[config.mk]
export PLATFORM = sky130hd
export DESIGN_NAME = booth_mul
export DESIGN_NICKNAME = d
export VERILOG_FILES = /design/src/rtl/booth_pkg.sv /design/src/rtl/booth_recode.sv /design/src/rtl/booth_ctrl.sv /design/src/rtl/booth_datapath.sv /design/src/rtl/booth_mul.sv
export SDC_FILE = /design/constraint.sdc
export NUM_CORES = 1
export LEC_CHECK = 0
export BUFFER_PORTS_ARGS = -buffer_cell sky130_fd_sc_hd__buf_2
export CAP_MARGIN = 20
export CORE_ASPECT_RATIO = 1.2
export CORE_MARGIN = 2
export CORE_UTILIZATION = 40
export DETAILED_ROUTE_END_ITERATION = 7
export PLACE_DENSITY = 0.67
export SYNTH_ARGS = -nofsm -noshare
export SYNTH_HDL_FRONTEND = slang
export SYNTH_HIERARCHICAL = 1
export SYNTH_SLANG_ARGS = --single-unit
[constraint.sdc]
create_clock -name clk -period 4.3 [get_ports clk]
set_input_delay 0.43 -clock clk [delete_from_list [all_inputs] [get_ports clk]]
set_output_delay 0.43 -clock clk [all_outputs]
set_load 0.05 [all_outputs]
[src/rtl/booth_pkg.sv]
package booth_pkg;

  // Action picked by the recoded bit pair of one iteration
  typedef enum logic [1:0] {
    ACT_NONE = 2'd0,
    ACT_ADD  = 2'd1,
    ACT_SUB  = 2'd2
  } booth_act_e;

  // Control state
  typedef enum logic {
    ST_IDLE = 1'b0,
    ST_RUN  = 1'b1
  } booth_st_e;

endpackage

[src/rtl/booth_recode.sv]
module booth_recode
  import booth_pkg::*;
(
  input  logic       q_lsb,
  input  logic       q_prev,
  output booth_act_e act
);

  // Bit pair {current LSB, previously shifted-out bit}
  always_comb begin
    unique case ({q_lsb, q_prev})
      2'b10:   act = ACT_SUB;   // start of a run of ones
      2'b01:   act = ACT_ADD;   // end of a run of ones
      default: act = ACT_NONE;  // inside a run
    endcase
  end

endmodule

[src/rtl/booth_ctrl.sv]
module booth_ctrl
  import booth_pkg::*;
#(
  parameter int N = 8
) (
  input  logic clk,
  input  logic rst_n,
  input  logic start,
  output logic load,
  output logic step,
  output logic busy,
  output logic done
);

  localparam int SCW = $clog2(N + 1);

  booth_st_e        st_q, st_d;
  logic [SCW-1:0]   sc_q, sc_d;
  logic             done_q, done_d;
  logic             last;

  assign load = (st_q == ST_IDLE) && start;
  assign step = (st_q == ST_RUN);
  assign last = step && (sc_q == SCW'(1));

  always_comb begin
    st_d   = st_q;
    sc_d   = sc_q;
    done_d = 1'b0;
    if (load) begin
      st_d = ST_RUN;
      sc_d = SCW'(N);
    end else if (step) begin
      sc_d = sc_q - SCW'(1);
      if (last) begin
        st_d   = ST_IDLE;
        done_d = 1'b1;
      end
    end
  end

  always_ff @(posedge clk or negedge rst_n) begin
    if (!rst_n) begin
      st_q   <= ST_IDLE;
      sc_q   <= '0;
      done_q <= 1'b0;
    end else begin
      st_q   <= st_d;
      sc_q   <= sc_d;
      done_q <= done_d;
    end
  end

  assign busy = (st_q == ST_RUN);
  assign done = done_q;

endmodule

[src/rtl/booth_datapath.sv]
module booth_datapath
  import booth_pkg::*;
#(
  parameter int N = 8
) (
  input  logic           clk,
  input  logic           rst_n,
  input  logic           load,
  input  logic           step,
  input  logic [N-1:0]   mcand,
  input  logic [N-1:0]   mplier,
  input  booth_act_e     act,
  output logic           q_lsb,
  output logic           q_prev,
  output logic [2*N-1:0] product
);

  localparam int AW = N + 1;       // accumulator with guard bit
  localparam int SW = AW + N + 1;  // accumulator, multiplier, shifted-out bit

  logic [AW-1:0] acc_q,  acc_d;
  logic [N-1:0]  mq_q,   mq_d;
  logic          qx_q,   qx_d;
  logic [AW-1:0] bpos_q, bpos_d;
  logic [AW-1:0] bneg_q, bneg_d;

  logic [AW-1:0] m_ext;
  logic [AW-1:0] addend;
  logic [AW-1:0] sum;
  logic [SW-1:0] shifted;
  logic          en;

  assign m_ext = {mcand[N-1], mcand};
  assign en    = load | step;

  always_comb begin
    unique case (act)
      ACT_ADD: addend = bpos_q;
      ACT_SUB: addend = bneg_q;
      default: addend = '0;
    endcase
  end

  assign sum     = acc_q + addend;
  assign shifted = {sum[AW-1], sum, mq_q};

  always_comb begin
    acc_d  = acc_q;
    mq_d   = mq_q;
    qx_d   = qx_q;
    bpos_d = bpos_q;
    bneg_d = bneg_q;
    if (load) begin
      acc_d  = '0;
      mq_d   = mplier;
      qx_d   = 1'b0;
      bpos_d = m_ext;
      bneg_d = ~m_ext + AW'(1);
    end else if (step) begin
      acc_d = shifted[SW-1:N+1];
      mq_d  = shifted[N:1];
      qx_d  = shifted[0];
    end
  end

  always_ff @(posedge clk or negedge rst_n) begin
    if (!rst_n) begin
      acc_q  <= '0;
      mq_q   <= '0;
      qx_q   <= 1'b0;
      bpos_q <= '0;
      bneg_q <= '0;
    end else if (en) begin
      acc_q  <= acc_d;
      mq_q   <= mq_d;
      qx_q   <= qx_d;
      bpos_q <= bpos_d;
      bneg_q <= bneg_d;
    end
  end

  assign q_lsb   = mq_q[0];
  assign q_prev  = qx_q;
  assign product = {acc_q[N-1:0], mq_q};

endmodule

[src/rtl/booth_mul.sv]
module booth_mul
  import booth_pkg::*;
#(
  parameter int N = 8
) (
  input  logic           clk,
  input  logic           rst_n,
  input  logic           start,
  input  logic [N-1:0]   multiplicand,
  input  logic [N-1:0]   multiplier,
  output logic           busy,
  output logic           done,
  output logic [2*N-1:0] product
);

  logic       load, step;
  logic       q_lsb, q_prev;
  booth_act_e act;

  booth_ctrl #(.N(N)) u_ctrl (
    .clk   (clk),
    .rst_n (rst_n),
    .start (start),
    .load  (load),
    .step  (step),
    .busy  (busy),
    .done  (done)
  );

  booth_recode u_recode (
    .q_lsb  (q_lsb),
    .q_prev (q_prev),
    .act    (act)
  );

  booth_datapath #(.N(N)) u_dp (
    .clk     (clk),
    .rst_n   (rst_n),
    .load    (load),
    .step    (step),
    .mcand   (multiplicand),
    .mplier  (multiplier),
    .act     (act),
    .q_lsb   (q_lsb),
    .q_prev  (q_prev),
    .product (product)
  );

endmodule

# Word-level counts from Yosys, hierarchy flattened
# Cells that the tools add are included.
dict set report totals {
  register_bits 41
  in_bits 19
}
dict set report classes {
  addsub 3
  n_eq_ne 5
  muxes 16
  bitwise 3
  n_reduce_logical 5
}
# cell n
set ops {}
lappend ops {{9-bit 2-to-1 mux} 2}
lappend ops {{9-bit one-hot mux with 2 select lines} 1}
lappend ops {{8-bit 2-to-1 mux} 2}
lappend ops {{9-bit by 1-bit adder with 9-bit output (second input constant)} 1}
lappend ops {{9-bit adder} 1}
lappend ops {{9-bit inverter} 1}
lappend ops {{1-bit 2-to-1 mux} 8}
lappend ops {{4-bit 2-to-1 mux} 2}
lappend ops {{2-bit by 1-bit == test with 1-bit output (second input constant)} 2}
lappend ops {{2-bit == test (second input constant)} 2}
lappend ops {{4-bit by 1-bit == test with 1-bit output (second input constant)} 1}
lappend ops {{2-bit one-hot mux with 2 select lines} 1}
lappend ops {{2-bit AND reduction} 2}
lappend ops {{4-bit by 1-bit subtractor with 4-bit output (second input constant)} 1}
lappend ops {{1-bit logical AND} 2}
lappend ops {{2-bit nonzero test} 1}
lappend ops {{1-bit inverter} 1}
lappend ops {{1-bit OR} 1}

# Depth between registers and ports, before layout
dict set report logic_depth {
  depth_word 7
  ltp_mapped 13
  ltp_nobuf 12
}

# Hierarchy
# The synthesis kept the hierarchy.
# module n_inst cells_each area_each_um2 seq_area_each_um2
set by_module_without_submodules {}
lappend by_module_without_submodules {booth_datapath 1 189 1941.9 825.8}
lappend by_module_without_submodules {booth_ctrl 1 24 281.5 150.1}
lappend by_module_without_submodules {booth_recode 1 2 15.0 0.0}

# Worst setup path before layout
# OpenSTA, ideal clock, no wires.
dict set report synth_timing {
  path_kind {reg-to-reg}
  startpoint {register u_dp.mq_q[0]}
  endpoint {register u_dp.acc_q[7]}
  setup_ns 0.125
  arrival_time_ns 2.939
  path_slack_ns 1.236
  stages_incl_launch_ff 13
  n_path_buf 1
  synth_period_minus_slack_ns 3.064
  path_cell_list {dfrtp_1 > and2b_2 > inv_1 > ha_1 > clkbuf_1 > nor3b_1 > ha_1 > fa_1 > a211oi_1 > nor2_1 > o22ai_1 > mux2i_1 > mux2_2}
}
dict set report synth_between {
  elab_chain_cells 7
  word_cells_on_any_way 9
}
# item line_no
set synth_lines {}
lappend synth_lines {{start, declared} booth_datapath.sv:22} ;# logic [N-1:0] mq_q, mq_d;
lappend synth_lines {{start signal, assigned} booth_datapath.sv:75} ;# mq_q <= mq_d;
lappend synth_lines {{2-bit by 1-bit == test with 1-bit output / 2-bit == test (equally long branches)} booth_recode.sv:11} ;# unique case ({q_lsb, q_prev})
lappend synth_lines {{2-bit one-hot mux with 2 select lines (*)} booth_recode.sv:11}
lappend synth_lines {{net act[0]} booth_mul.sv:18} ;# booth_act_e act;
lappend synth_lines {{2-bit == test / 2-bit by 1-bit == test with 1-bit output (equally long branches)} booth_datapath.sv:37} ;# unique case (act)
lappend synth_lines {{9-bit one-hot mux with 2 select lines (*)} booth_datapath.sv:37}
lappend synth_lines {{9-bit adder (*)} booth_datapath.sv:44} ;# assign sum = acc_q + addend;
lappend synth_lines {{9-bit 2-to-1 mux (*)} booth_datapath.sv:59} ;# end else if (step) begin
lappend synth_lines {{9-bit 2-to-1 mux (*)} booth_datapath.sv:53} ;# if (load) begin
lappend synth_lines {{end signal, assigned} booth_datapath.sv:68} ;# acc_q <= '0;
lappend synth_lines {{end signal, assigned} booth_datapath.sv:74} ;# acc_q <= acc_d;
lappend synth_lines {{end, declared} booth_datapath.sv:21} ;# logic [AW-1:0] acc_q, acc_d;
# Mark *: on every way through the listed nets, which the timed path passes. The rest lies on a longest branch. The select of a mux whose other input is x is not followed.
# A chain may end at the register's enable or synchronous reset.

# Worst setup path after layout
# Ends and elaborated chain as after synthesis.

==> flow_summary.toml <==
[outcome]
outcome = "finished, final reports clean"

[logic_synthesis]
ys_types = 45
synth.area.mux_share = 0.136
yosysSeqAreaShare = 0.436
synth_compound_area_frac = 0.138
yosys.area_share.xor_xnor = 0.0274
synth_top_cell_area_share = 0.436
synth_fp_nets = 248
synth_cells = 215
async_flop_share = 1.00
yosys-top-cells-area = "dfrtp_1 44%, mux2_2 8.0%, ha_1 7.3%"
synth-edff-count = 0
synth_top_family_by_area = "simple AND/OR/NAND/NOR gates"
yosysWarnings = 6
synth_flop_cell = "dfrtp_1"
synth_adder_area_share = 0.0816
synth_seq_cells = 39
netlist_area_sq_um = 2240
avgSynthCellArea_sq_um = 10.4
synth_area_leader_cell = "dfrtp_1"
yosys.area_share.simple = 0.141

[die]
die_x_um = 72.3
die_h_um = 85.9
dieArea_sq_um = 6210
core_area_sq_um = 5330
row_count = 29
start_util = 0.420
io_pins = 37

[placement]
postPlaceCellArea_sq_um = 2460
numPortBuffers = 36
hpwl_mm = 3.18
gp_congestion = 0.763

[setup_path]
crit_top_cell = "ha_1"
cpMaxStageDelayCell = "ha_1"
setup.worst_path.start_class = "flop"
worstPathRequired_ns = 4.49
cpPeakStageDelay_ns = 0.43
crit_path_end_kind = "flop"
cp_cell_sequence = "and2b_2 > inv_1 > ha_1 > nor3b_1 > ha_1 > fa_1 > a211oi_1 > nor2_1 > o22ai_1 > mux2i_1 > mux2_2"
criticalPathCategory = "flop to flop"
reg2reg_depth = 11
cp_max_fo = 10
cp.arrival_ns = 3.42

[drt]
firstDrtPassIters = 4
ant_nets = 0
drcViolationCount = 0
vias = 1653
drt_iter0_drc = 73
routedWlPerCell_um = 13.8
totalWireLength_mm = 4.28
via_per_inst = 5.32

[cells_and_area]
antenna_cells = 0
final_area_sq_um = 2560
nets = 281
syn2layout_area_growth_pct = 14.2
layout-drive-gt1-share = 0.269

[grt]
grt_overflow = 0
antenna_found_initial = 0
grt_pass1_wl_mm = 7.25
grtUsageMet1 = 0.181
grt_usage = 0.148
first_global_vias = 1604
met3_usage = 0.0376
grt_max_degree = 40
grt_use_met2 = 0.243
grt_busiest_layer = "met2"

[sta]
rsz0062_at_grt = "false"
setup_tns_ns = 0
max_slew_margin = 0.426
timing_hold_violations_final = 0
setup_viol = 0
min_period_ns = 3.23
slew_violations = 0
worst_clock_skew_ns = 0.00468
worstMarginPinSlew_ns = 0.861
period_share = 0.751
max_freq_mhz = 309

[clock_network]
cts_buffers = 5
clkTransAtPathRegs_ns = 0.08
cts_hold_buf = 0
ctsHtreeMaxLevel = 2
ctsResizeCount = 0
cts_tree = "done"
postCtsSetupRepairBufs = 0
clock_path_buffers = 2
cts_sinks = 39
root_buffer = "clkbuf_8"
clock_latency_ns = 0.30

[power]
leakage_nw = 1.24
power_density_nw_per_um2 = 818
ir_worst_vdd_uv = 271

[job]
max_cap_viol_count = 0

[min_path]
hold_path_class = "primary input to asynchronous set/reset pin"
[area by class of cell]
class / count / area [sq um]
multi-input combinational: 155 / 1180
timing repair buffer: 38 / 195
fill: 513 / 2780
tap: 62 / 77.6
clock inverter: 3 / 23.8
clock buffer: 5 / 68.8
inverter: 9 / 33.8
sequential: 39 / 976
[per-layer routing]
layer / wire length (um) / vias to the layer above
li1: - / 843
met1: 1890 / 767
met2: 2150 / 37
met3: 167 / 6
met4: 70 / 0
met5: 0 / -
[where the power goes]
group / switching [mW] / internal, mW
combinational: 0.689 / 0.442
sequential: 0.145 / 0.554
clock: 0.145 / 0.116
[path summary, 6_finish.rpt]
path	startpoint	end	slack [ns]
hold / removal	rst_n	u_dp/acc_q[5]	0.24
hold reg to reg	u_ctrl/sc_q[3]	u_ctrl/done	0.50
setup / recovery	u_dp/mq_q[0]	u_dp/acc_q[7]	1.07
max in group asynchronous	rst_n	u_dp/bneg_q[8]	3.53
setup reg to reg	u_dp/mq_q[0]	u_dp/acc_q[7]	1.07
min in group clk	multiplier[1]	u_dp/mq_q[1]	0.34
[flip-flops by register name, summed over array words and instances (netlist names)]
register	cells
u_ctrl/busy	1
u_dp/mq_q	8
u_dp/bneg_q	8
u_dp/q_prev	1
u_dp/acc_q	8
u_ctrl/sc_q	4
u_ctrl/done	1
u_dp/bpos_q	8
[stage by stage]
step                      total power [mW]  worst slack, ns  utilization  instances  hold WS [ns]
after floorplan                       1.61             1.24            -        215         0.134
after global placement                1.82             1.23        0.462        303         0.492
after detailed placement              1.85             1.10        0.462        303         0.489
after CTS                             2.11             1.07        0.479        311         0.272
after global routing                  2.25            0.866        0.479        311         0.318
final                                 2.09             1.07        0.479        311         0.236
[placed cells by master, fill, tap and decap left out, drive strengths merged, types with 3 or more instances in the layout]
cell and count:
a22oi 8, clkbuf 5, nor3b 3, nor3 5, mux2 17, mux2i 11, dfrtp 39, buf 38
nand2 12, o21ai 12, a22o 3, nor2b 3, ha 13, or4 3, nor2 26, a211oi 4
a21oi 3, inv 9, xnor2 5
[cells by family (layout without fill, tap and decap cells)]
group	after synthesis	in the layout
DFF	39	39
AOI/OAI and AO/OA	45	45
muxes	28	28
xor gates and xnor gates	7	7
buffers and inverters	21	55
adders and majority gates	14	14
and+or+nand+nor	61	61
[synth_stat cells, drive strengths merged, types with 4 or more instances]
cell / n
a211oi: 4
a22oi: 8
buf: 6
clkbuf: 6
dfrtp: 39
ha: 13
inv: 8
mux2: 17
mux2i: 11
nand2: 12
nor2: 26
nor3: 5
o21ai: 12
xnor2: 5
[worst max-delay path, delay by kind of cell, from the launching register on]
kind / cells / cell delay [ns]
muxes: 2 / 0.59
and+or+nand+nor: 3 / 0.45
AOI/OAI and AO/OA: 2 / 0.55
buffers and inverters: 1 / 0.04
DFF: 1 / 0.42
adders and majority gates: 3 / 1.06
No activity file was read; power rests on OpenSTA's default activity.
